**config.mk**
```make
export PLATFORM = sky130hd
export DESIGN_NAME = mw_eeprom_engine
export DESIGN_NICKNAME = d
export VERILOG_FILES = /design/src/rtl/mw_pkg.sv /design/src/rtl/mw_tick_gen.sv /design/src/rtl/mw_timer.sv /design/src/rtl/mw_eeprom_engine.sv
export SDC_FILE = /design/constraint.sdc
export NUM_CORES = 1
export LEC_CHECK = 0
export ABC_AREA = 1
export BUFFER_PORTS_ARGS = -buffer_cell sky130_fd_sc_hd__buf_2
export CORE_MARGIN = 3
export CORE_UTILIZATION = 45
export CTS_CLUSTER_SIZE = 10
export DETAILED_ROUTE_END_ITERATION = 10
export PLACE_DENSITY = 0.71
export SYNTH_ARGS = -nofsm -noshare
export SYNTH_HDL_FRONTEND = slang
export SYNTH_SLANG_ARGS = --single-unit
```
**constraint.sdc**
```tcl
create_clock -name clk -period 4 [get_ports clk]
set_clock_uncertainty 0.15 [all_clocks]
set_input_delay 0.8 -clock clk [delete_from_list [all_inputs] [get_ports clk]]
set_output_delay 0.8 -clock clk [all_outputs]
set_load 0.005 [all_outputs]
```
**src/rtl/mw_pkg.sv**
```systemverilog
package mw_pkg;

  typedef enum logic [2:0] {
    CMD_READ      = 3'd0,
    CMD_WRITE     = 3'd1,
    CMD_ERASE     = 3'd2,
    CMD_ENABLE    = 3'd3,
    CMD_DISABLE   = 3'd4,
    CMD_ERASE_ALL = 3'd5,
    CMD_WRITE_ALL = 3'd6,
    CMD_NONE      = 3'd7
  } mw_cmd_e;

  typedef enum logic [1:0] {
    ST_IDLE  = 2'd0,
    ST_SHIFT = 2'd1,
    ST_GAP   = 2'd2,
    ST_POLL  = 2'd3
  } mw_state_e;

  localparam int HDR_BITS   = 10;
  localparam int FRAME_BITS = 18;

  // serial clock count for a command
  function automatic logic [4:0] mw_len(mw_cmd_e c);
    case (c)
      CMD_READ, CMD_WRITE, CMD_WRITE_ALL: return 5'(FRAME_BITS);
      default:                            return 5'(HDR_BITS);
    endcase
  endfunction

  // frame bits, left aligned, start bit in bit 17
  function automatic logic [17:0] mw_frame(mw_cmd_e c, logic [6:0] a, logic [7:0] d);
    logic [1:0] op;
    logic [6:0] ad;
    logic [7:0] dt;
    op = 2'b00;
    ad = a;
    dt = 8'h00;
    case (c)
      CMD_READ:      op = 2'b10;
      CMD_WRITE:     begin op = 2'b01; dt = d; end
      CMD_ERASE:     op = 2'b11;
      CMD_ENABLE:    ad = 7'b11_00000;
      CMD_ERASE_ALL: ad = 7'b10_00000;
      CMD_WRITE_ALL: begin ad = 7'b01_00000; dt = d; end
      default:       ad = 7'b00_00000;
    endcase
    return {1'b1, op, ad, dt};
  endfunction

  // command needs a ready wait after its frame
  function automatic logic mw_programs(mw_cmd_e c);
    return (c == CMD_WRITE) || (c == CMD_ERASE) ||
           (c == CMD_ERASE_ALL) || (c == CMD_WRITE_ALL);
  endfunction

  // bit index belongs to the captured read data
  function automatic logic mw_captures(mw_cmd_e c, logic [4:0] idx);
    return (c == CMD_READ) && (idx >= 5'(HDR_BITS));
  endfunction

endpackage

```
**src/rtl/mw_tick_gen.sv**
```systemverilog
module mw_tick_gen #(
  parameter int DIV = 4
) (
  input  logic clk,
  input  logic rst_n,
  input  logic run,
  output logic tick
);
  localparam int CW = (DIV > 1) ? $clog2(DIV) : 1;

  logic [CW-1:0] cnt;

  assign tick = run && (cnt == CW'(DIV - 1));

  always_ff @(posedge clk or negedge rst_n) begin
    if (!rst_n)    cnt <= '0;
    else if (!run) cnt <= '0;
    else if (tick) cnt <= '0;
    else           cnt <= cnt + 1'b1;
  end

  a_r1_tick_needs_run: assert property (@(posedge clk) disable iff (!rst_n)
    tick |-> run);
endmodule

```
**src/rtl/mw_timer.sv**
```systemverilog
module mw_timer #(
  parameter int LIMIT = 7_500_000
) (
  input  logic clk,
  input  logic rst_n,
  input  logic run,
  output logic expired
);
  localparam int TW = $clog2(LIMIT + 1);

  logic [TW-1:0] cnt;

  assign expired = run && (cnt == TW'(LIMIT - 1));

  always_ff @(posedge clk or negedge rst_n) begin
    if (!rst_n)        cnt <= '0;
    else if (!run)     cnt <= '0;
    else if (!expired) cnt <= cnt + 1'b1;
  end

  a_r7_expire_only_running: assert property (@(posedge clk) disable iff (!rst_n)
    expired |-> run);
endmodule

```
**src/rtl/mw_eeprom_engine.sv**
```systemverilog
module mw_eeprom_engine
  import mw_pkg::*;
#(
  parameter int CLK_DIV     = 4,
  parameter int TIMEOUT_CYC = 7_500_000
) (
  input  logic       clk,
  input  logic       rst_n,
  input  logic       cmd_valid,
  input  logic [2:0] cmd_code,
  input  logic [6:0] cmd_addr,
  input  logic [7:0] cmd_wdata,
  output logic       busy,
  output logic       done,
  output logic       timeout,
  output logic [7:0] rd_data,
  output logic       ee_cs,
  output logic       ee_sck,
  output logic       ee_do,
  output logic       ee_oe,
  input  logic       ee_di
);

  mw_state_e   state;
  mw_cmd_e     cmd_q;
  logic [17:0] frame_q;
  logic [4:0]  len_q;
  logic [4:0]  bitn;
  logic        phase;
  logic        gap_half;
  logic [7:0]  rd_shift;
  logic [4:0]  rise_cnt;
  logic        done_q, timeout_q, cs_q, sck_q;

  // named internal events
  logic tick, expired;
  logic launch, sck_rise, sck_fall, frame_end, capture, poll_ok;

  mw_tick_gen #(.DIV(CLK_DIV)) u_tick (
    .clk(clk), .rst_n(rst_n),
    .run((state == ST_SHIFT) || (state == ST_GAP)),
    .tick(tick)
  );

  mw_timer #(.LIMIT(TIMEOUT_CYC)) u_timer (
    .clk(clk), .rst_n(rst_n),
    .run((state == ST_GAP) || (state == ST_POLL)),
    .expired(expired)
  );

  assign launch    = cmd_valid && (state == ST_IDLE) && (mw_cmd_e'(cmd_code) != CMD_NONE);
  assign sck_rise  = (state == ST_SHIFT) && tick && !phase;
  assign sck_fall  = (state == ST_SHIFT) && tick && phase;
  assign frame_end = sck_fall && (bitn == len_q - 5'd1);
  assign capture   = sck_rise && mw_captures(cmd_q, bitn);
  assign poll_ok   = (state == ST_POLL) && !expired && ee_di;

  assign busy    = (state != ST_IDLE);
  assign done    = done_q;
  assign timeout = timeout_q;
  assign ee_cs   = cs_q;
  assign ee_sck  = sck_q;
  assign ee_do   = (state == ST_SHIFT) && frame_q[17];
  assign ee_oe   = (state == ST_SHIFT) && !mw_captures(cmd_q, bitn);

  always_ff @(posedge clk or negedge rst_n) begin
    if (!rst_n) begin
      state     <= ST_IDLE;
      cmd_q     <= CMD_NONE;
      frame_q   <= '0;
      len_q     <= '0;
      bitn      <= '0;
      phase     <= 1'b0;
      gap_half  <= 1'b0;
      rd_shift  <= '0;
      rd_data   <= '0;
      done_q    <= 1'b0;
      timeout_q <= 1'b0;
      cs_q      <= 1'b0;
      sck_q     <= 1'b0;
    end else begin
      case (state)
        ST_IDLE: if (launch) begin
          cmd_q     <= mw_cmd_e'(cmd_code);
          frame_q   <= mw_frame(mw_cmd_e'(cmd_code), cmd_addr, cmd_wdata);
          len_q     <= mw_len(mw_cmd_e'(cmd_code));
          bitn      <= '0;
          phase     <= 1'b0;
          sck_q     <= 1'b0;
          cs_q      <= 1'b1;
          done_q    <= 1'b0;
          timeout_q <= 1'b0;
          state     <= ST_SHIFT;
        end
        ST_SHIFT: begin
          if (sck_rise) begin
            sck_q <= 1'b1;
            phase <= 1'b1;
            if (capture) rd_shift <= {rd_shift[6:0], ee_di};
          end else if (sck_fall) begin
            sck_q <= 1'b0;
            phase <= 1'b0;
            if (frame_end) begin
              cs_q <= 1'b0;
              if (mw_programs(cmd_q)) begin
                gap_half <= 1'b0;
                state    <= ST_GAP;
              end else begin
                if (cmd_q == CMD_READ) rd_data <= rd_shift;
                done_q <= 1'b1;
                state  <= ST_IDLE;
              end
            end else begin
              bitn    <= bitn + 5'd1;
              frame_q <= {frame_q[16:0], 1'b0};
            end
          end
        end
        ST_GAP: begin
          if (expired) begin
            timeout_q <= 1'b1;
            state     <= ST_IDLE;
          end else if (tick) begin
            if (gap_half) begin
              cs_q  <= 1'b1;
              state <= ST_POLL;
            end
            gap_half <= 1'b1;
          end
        end
        ST_POLL: begin
          if (expired) begin
            cs_q      <= 1'b0;
            timeout_q <= 1'b1;
            state     <= ST_IDLE;
          end else if (poll_ok) begin
            cs_q   <= 1'b0;
            done_q <= 1'b1;
            state  <= ST_IDLE;
          end
        end
        default: state <= ST_IDLE;
      endcase
    end
  end

  // rising serial clocks seen in the current frame (checking only)
  always_ff @(posedge clk or negedge rst_n) begin
    if (!rst_n)        rise_cnt <= '0;
    else if (launch)   rise_cnt <= '0;
    else if (sck_rise) rise_cnt <= rise_cnt + 5'd1;
  end

  // frame length by command class
  a_r2_frame_len: assert property (@(posedge clk) disable iff (!rst_n)
    frame_end |-> (rise_cnt == mw_len(cmd_q)));

  a_r1_sck_inside_cs: assert property (@(posedge clk) disable iff (!rst_n)
    ee_sck |-> ee_cs);

  a_r3_start_bit: assert property (@(posedge clk) disable iff (!rst_n)
    (state == ST_SHIFT && $past(state) == ST_IDLE) |-> (ee_do && ee_oe && ee_cs));

  a_r5_no_drive_in_poll: assert property (@(posedge clk) disable iff (!rst_n)
    (state == ST_POLL) |-> !ee_oe);

  a_r6_done_after_ready: assert property (@(posedge clk) disable iff (!rst_n)
    ($rose(done) && $past(state) == ST_POLL) |-> $past(ee_di));

  a_r7_timeout_ends: assert property (@(posedge clk) disable iff (!rst_n)
    $rose(timeout) |-> (!busy && !ee_cs && !done));

  a_r8_busy_ignores: assert property (@(posedge clk) disable iff (!rst_n)
    (busy && cmd_valid) |=> $stable(cmd_q));

  a_r9_no_code7: assert property (@(posedge clk) disable iff (!rst_n)
    (!busy && cmd_valid && cmd_code == 3'd7) |=> !busy);
endmodule

```
# == After elaboration in Yosys (flattened, before gate mapping) ==
# Cells that the tools add are included.
# op_classes
n_eq_ne,34
bitwise_logic,2
add_sub_neg,4
mux,59
reduce_logical,44
magnitude_cmp,1
# op_table
op,n
2-to-1 mux 18 bit,4
2-to-1 mux 23 bit,2
case mux 18 bit (2 select lines),1
case mux 7 bit (4 select lines),1
2-to-1 mux 1 bit,25
2-to-1 mux 5 bit,5
2-to-1 mux 2 bit,12
!= test 2 bit (second input constant),12
adder 23 x 1 -> 23 bit (second input constant),1
== test 23 bit (second input constant),1
AND reduction 8 bit,2
logical AND 1 bit,14
AND reduction 7 bit,2
== test 3 bit (second input constant),4
case mux 5 bit (2 select lines),1
== test 3 x 2 -> 1 bit (second input constant),3
!= test 3 x 2 -> 1 bit (second input constant),3
AND reduction 3 bit,3
2-to-1 mux 8 bit,1
case mux 2 bit (4 select lines),1
nonzero test 2 bit,4
== test 2 bit (second input constant),3
== test 3 x 1 -> 1 bit (second input constant),2
logical NOT 3 bit,2
other kinds (22),35
# word_totals
output_inout_bits,15
reg_bits,79
inputBits,22
word_cells,158

# == Logic depth before layout (Yosys ltp) ==
# depth
depth_word,10
depth_mapped,14

# == Modules after synthesis ==
# A second synthesis with hierarchy kept.
# hier_totals
cells_unflattened,605
area_unflattened_um2,4419.2
# by_module_without_submodules
mod,cells_per_inst,instances,area_per_inst_um2,seq_area_each_um2
mw_eeprom_engine,372,1,2864.0,1305.0
mw_timer,223,1,1466.4,575.6
mw_tick_gen,10,1,88.8,50.0

# == Worst setup path before layout ==
# Ideal clock, no wire load.
# synth_timing
path_kind,register to output
from,register state[1]
to,output port ee_oe
t_required_ns,3.050
t_arrival_ns,1.251
path_stages_with_launch,7
path_buffers,2
setup_slack_ns,1.799
cell_sequence,dfrtp_1 -> inv_1 -> ha_1 -> buf_4 -> inv_6 -> clkbuf_1 -> a21oi_1
# synth_via
elab_chain_len,2
# synth_rtl
element,line_no,text
start: declaration,mw_eeprom_engine.sv:24,mw_state_e state;
start signal: assignment,mw_eeprom_engine.sv:68,state <= ST_IDLE;
start signal: assignment,mw_eeprom_engine.sv:93,state <= ST_SHIFT;
start signal: assignment,mw_eeprom_engine.sv:107,state <= ST_GAP;
== test 2 x 1 -> 1 bit,mw_eeprom_engine.sv:64,"assign ee_oe = (state == ST_SHIFT) && !mw_captures(cmd_q, bitn);"
logical AND 1 bit,mw_eeprom_engine.sv:64,
end: declaration,mw_eeprom_engine.sv:20,"output logic ee_oe,"
# No other way between the ends.

# == Worst setup path after layout ==
# Same ends and word-level chain as after synthesis.

==> summary.md <==
| Metric | Value |
|---|---|
| Status | finished, final reports clean |
| Core ar. | 9280 um^2 |
| Remaining DRCs | 0 |
| CTS Hold Bufs | 0 |
| IO Count | 37 |
| Fill cell count | 925 |
| Multi-input logic area | 2030 um^2 |
| CTS resizes | 0 |
| Global route overflow | 0 |
| Hpwl dp | 6470 um |
| CTS max path bufs | 2 |
| Worst Setup Start Kind | flip-flop |
| Final worst-path cycle share | 71.2% |
| Register area | 1930 um^2 |
| WL/cell | 12.3 um |
| Reg clk slew, reported paths | 80 ps |
| Commonest cells after routing, fill and taps aside | nand2_1 (158), dfrtp_1 (74), inv_1 (62) |
| Largest stage delay, worst path | 490 ps |
| Ys async rst share | 100% |
| First-pass GRT wire length | 15,600 um |
| Site Rows | 35 |
| Final TNS setup | 0 ps |
| DR vias | 3,656 |
| Share of post-route cells with drive strength above 1 | 12.6% |
| Crit path DAT | 1900 ps |
| Post-Syn Area | 4300 um^2 |
| Post-Synth Adder-Cell Area | 2.91% |
| Largest family of logic cells by synthesized area | simple AND/OR/NAND/NOR gates |
| Unique masters post-synth | 44 |
| Die area | 10,800 um^2 |
| CTS tree | done |
| Post-CTS setup buffer count | 0 |
| Worst skew pair latency | 350 ps |
| Initial antenna violation count | 0 |
| Hold Vio Cnt, Final | 0 |
| DR iter-0 viols | 167 |
| Synthesized flop and latch total | 77 |
| Via density | 5.04 |
| Area delta synth->final | 11.4% |
| Post-Synth Simple-Gate Area | 30.5% |
| Post-Place Worst Slack | 1420 ps |
| Max rail drop VDD | 0.000319 V |
| Critical path cell sequence | inv_1, ha_1, inv_6, a21oi_1, buf_2 |
| Vias in the first global route | 3,457 |
| CP max-delay cell | ha_1 |
| Buf+Inv Stages, Crit Path | 3 |
| Synth warn | 0 |
| Top Family by Delay on Critical Path | adder cells |
| Diode count | 0 |
| Power per Cell Area | 533 nW/um^2 |
| Max-slew violation count | 0 |
| Die Wd | 104 um |
| Post-synthesis sequential area ratio | 44.9% |
| DRT Wirelength | 8910 um |
| Cells after Synth | 557 |
| GP Congestion | 0.899 |
| Achievable clock frequency | 351 MHz |
| Count of final setup violators | 0 |
| CP Class | flip-flop to primary output |
| # nets final | 623 |
| Synth Area in XOR/XNOR | 2.24% |
| Clock Tree Root | clkbuf_8 |
| Initial core utilization | 46.3% |
| Req. time, crit path | 3050 ps |
| Commonest non-fill, non-tap cell in the layout | nand2_1 |
| CP Max Fanout | 27 |
| Largest net degree at the start of global routing | 78 |
| Die Height | 104 um |
| Hold Crit Class | flip-flop to flip-flop |
| RSZ-0062 raised after global routing | no |
| Synth Area in Compound Gates | 11.5% |
| Crit path time final | 2850 ps |
| Leakage | 2.27 nW |
| Syn_nets | 589 |
| Worst setup slack after layout | 1150 ps |
| Critical Path Sink Type | primary output |
| Slew headroom | 37.3% |
| Slew of the pin with the lowest slew margin | 940 ps |
| Post-synthesis mux area share | 0% |
| All-layer global routing usage | 17.3% |
| Total clock buffers created by CTS | 9 |
| Max-cap viol count | 0 |
| Sink Count | 77 |
| Synth Flop Type | dfrtp_1 |
| CTS H-tree lvls | 3 |
| First drt pass iteration count | 5 |
| Average cell area after synthesis | 7.72 um^2 |
| EDFF count, synth | 0 |
| PortBufs | 36 |
| ANT nets after route | 0 |
[area by class of cell]
type	count	share of cell area [%]
multi-input combinational	402	42.3
sequential	77	40.3
inverter	64	5.18
timing repair buffer	37	3.97
tap	129	3.37
clock buffer	10	2.88
clock inverter	6	1.93
[report_power, final]
part	leakage (nW)	switching, mW	internal, mW	total, mW
Sequential	1.03	0.0947	0.922	1.02
Combinational	1.13	0.569	0.290	0.858
Clock	0.110	0.305	0.373	0.678
[final timing paths]
path,from,end,slack (ps),depth (start not counted)
setup / recovery,state[1],ee_oe,1150,5
hold / removal,u_tick.cnt[0],u_tick.cnt[0],300,1
setup reg to reg,state[0],u_timer.cnt[5],1420,7
hold reg to reg,u_tick.cnt[0],u_tick.cnt[0],300,1
max in group asynchronous,rst_n,frame_q[15],2650,1
min in group asynchronous,rst_n,u_timer.cnt[11],440,1
[synthesized netlist by cell type (3+ instances only)]
master	instances	area, um^2
or2_2	3	18.8
o21ai_1	18	90.1
nor2_1	57	214
nand2_1	158	593
nand3b_1	3	22.5
buf_6	4	45.0
inv_1	62	233
buf_2	3	15.0
ha_1	10	125
dfstp_2	3	78.8
clkbuf_1	5	18.8
xor2_1	8	70.1
o21bai_1	3	22.5
o21ai_0	37	185
o21a_1	10	75.1
nor3_1	10	50.1
xnor2_1	3	26.3
a21oi_1	12	60.1
dfrtp_1	74	1850
nand3_1	38	190
nand4_1	7	43.8
[registers in the layout, summed over array words and instances (netlist names)]
signal and cells:
rd_shift 8, state 2, bitn 5, ee_sck 1, frame_q 18, gap_half 1, u_timer.cnt 23, len_q 3
rd_data 8, u_tick.cnt 2, timeout 1, done 1, ee_cs 1, cmd_q 3
[logic make-up (layout without fill, tap and decap cells)]
| group | after synthesis | after routing |
|---|---|---|
| XOR/XNOR | 11 | 11 |
| flip-flops | 77 | 77 |
| AO/OA/AOI/OAI | 88 | 88 |
| adder cells (fa/ha/maj) | 10 | 10 |
| AND/OR/NAND/NOR | 293 | 293 |
| buffers and inverters | 78 | 117 |
[per-layer routing]
layer	GRT usage, %	part of all wire, %
met5	0	0
met4	4.94	1.1
met3	4.05	5.9
met2	28.1	46
met1	23.4	46
[through the flow]
stage          hold slack, ps  cell area [um^2]  utilization [%]  total power, mW  cells
6_report                  298              4790             51.6             2.55    725
5_1_grt                   315              4790             51.6             2.76    725
4_1_cts                   294              4790             51.6             2.58    725
3_5_place_dp              283              4560             49.1             1.89    709
3_3_place_gp              274              4560             49.1             1.86    709
2_1_floorplan             264              4300                -             1.71    557
No activity file was read; power rests on OpenSTA's default activity.
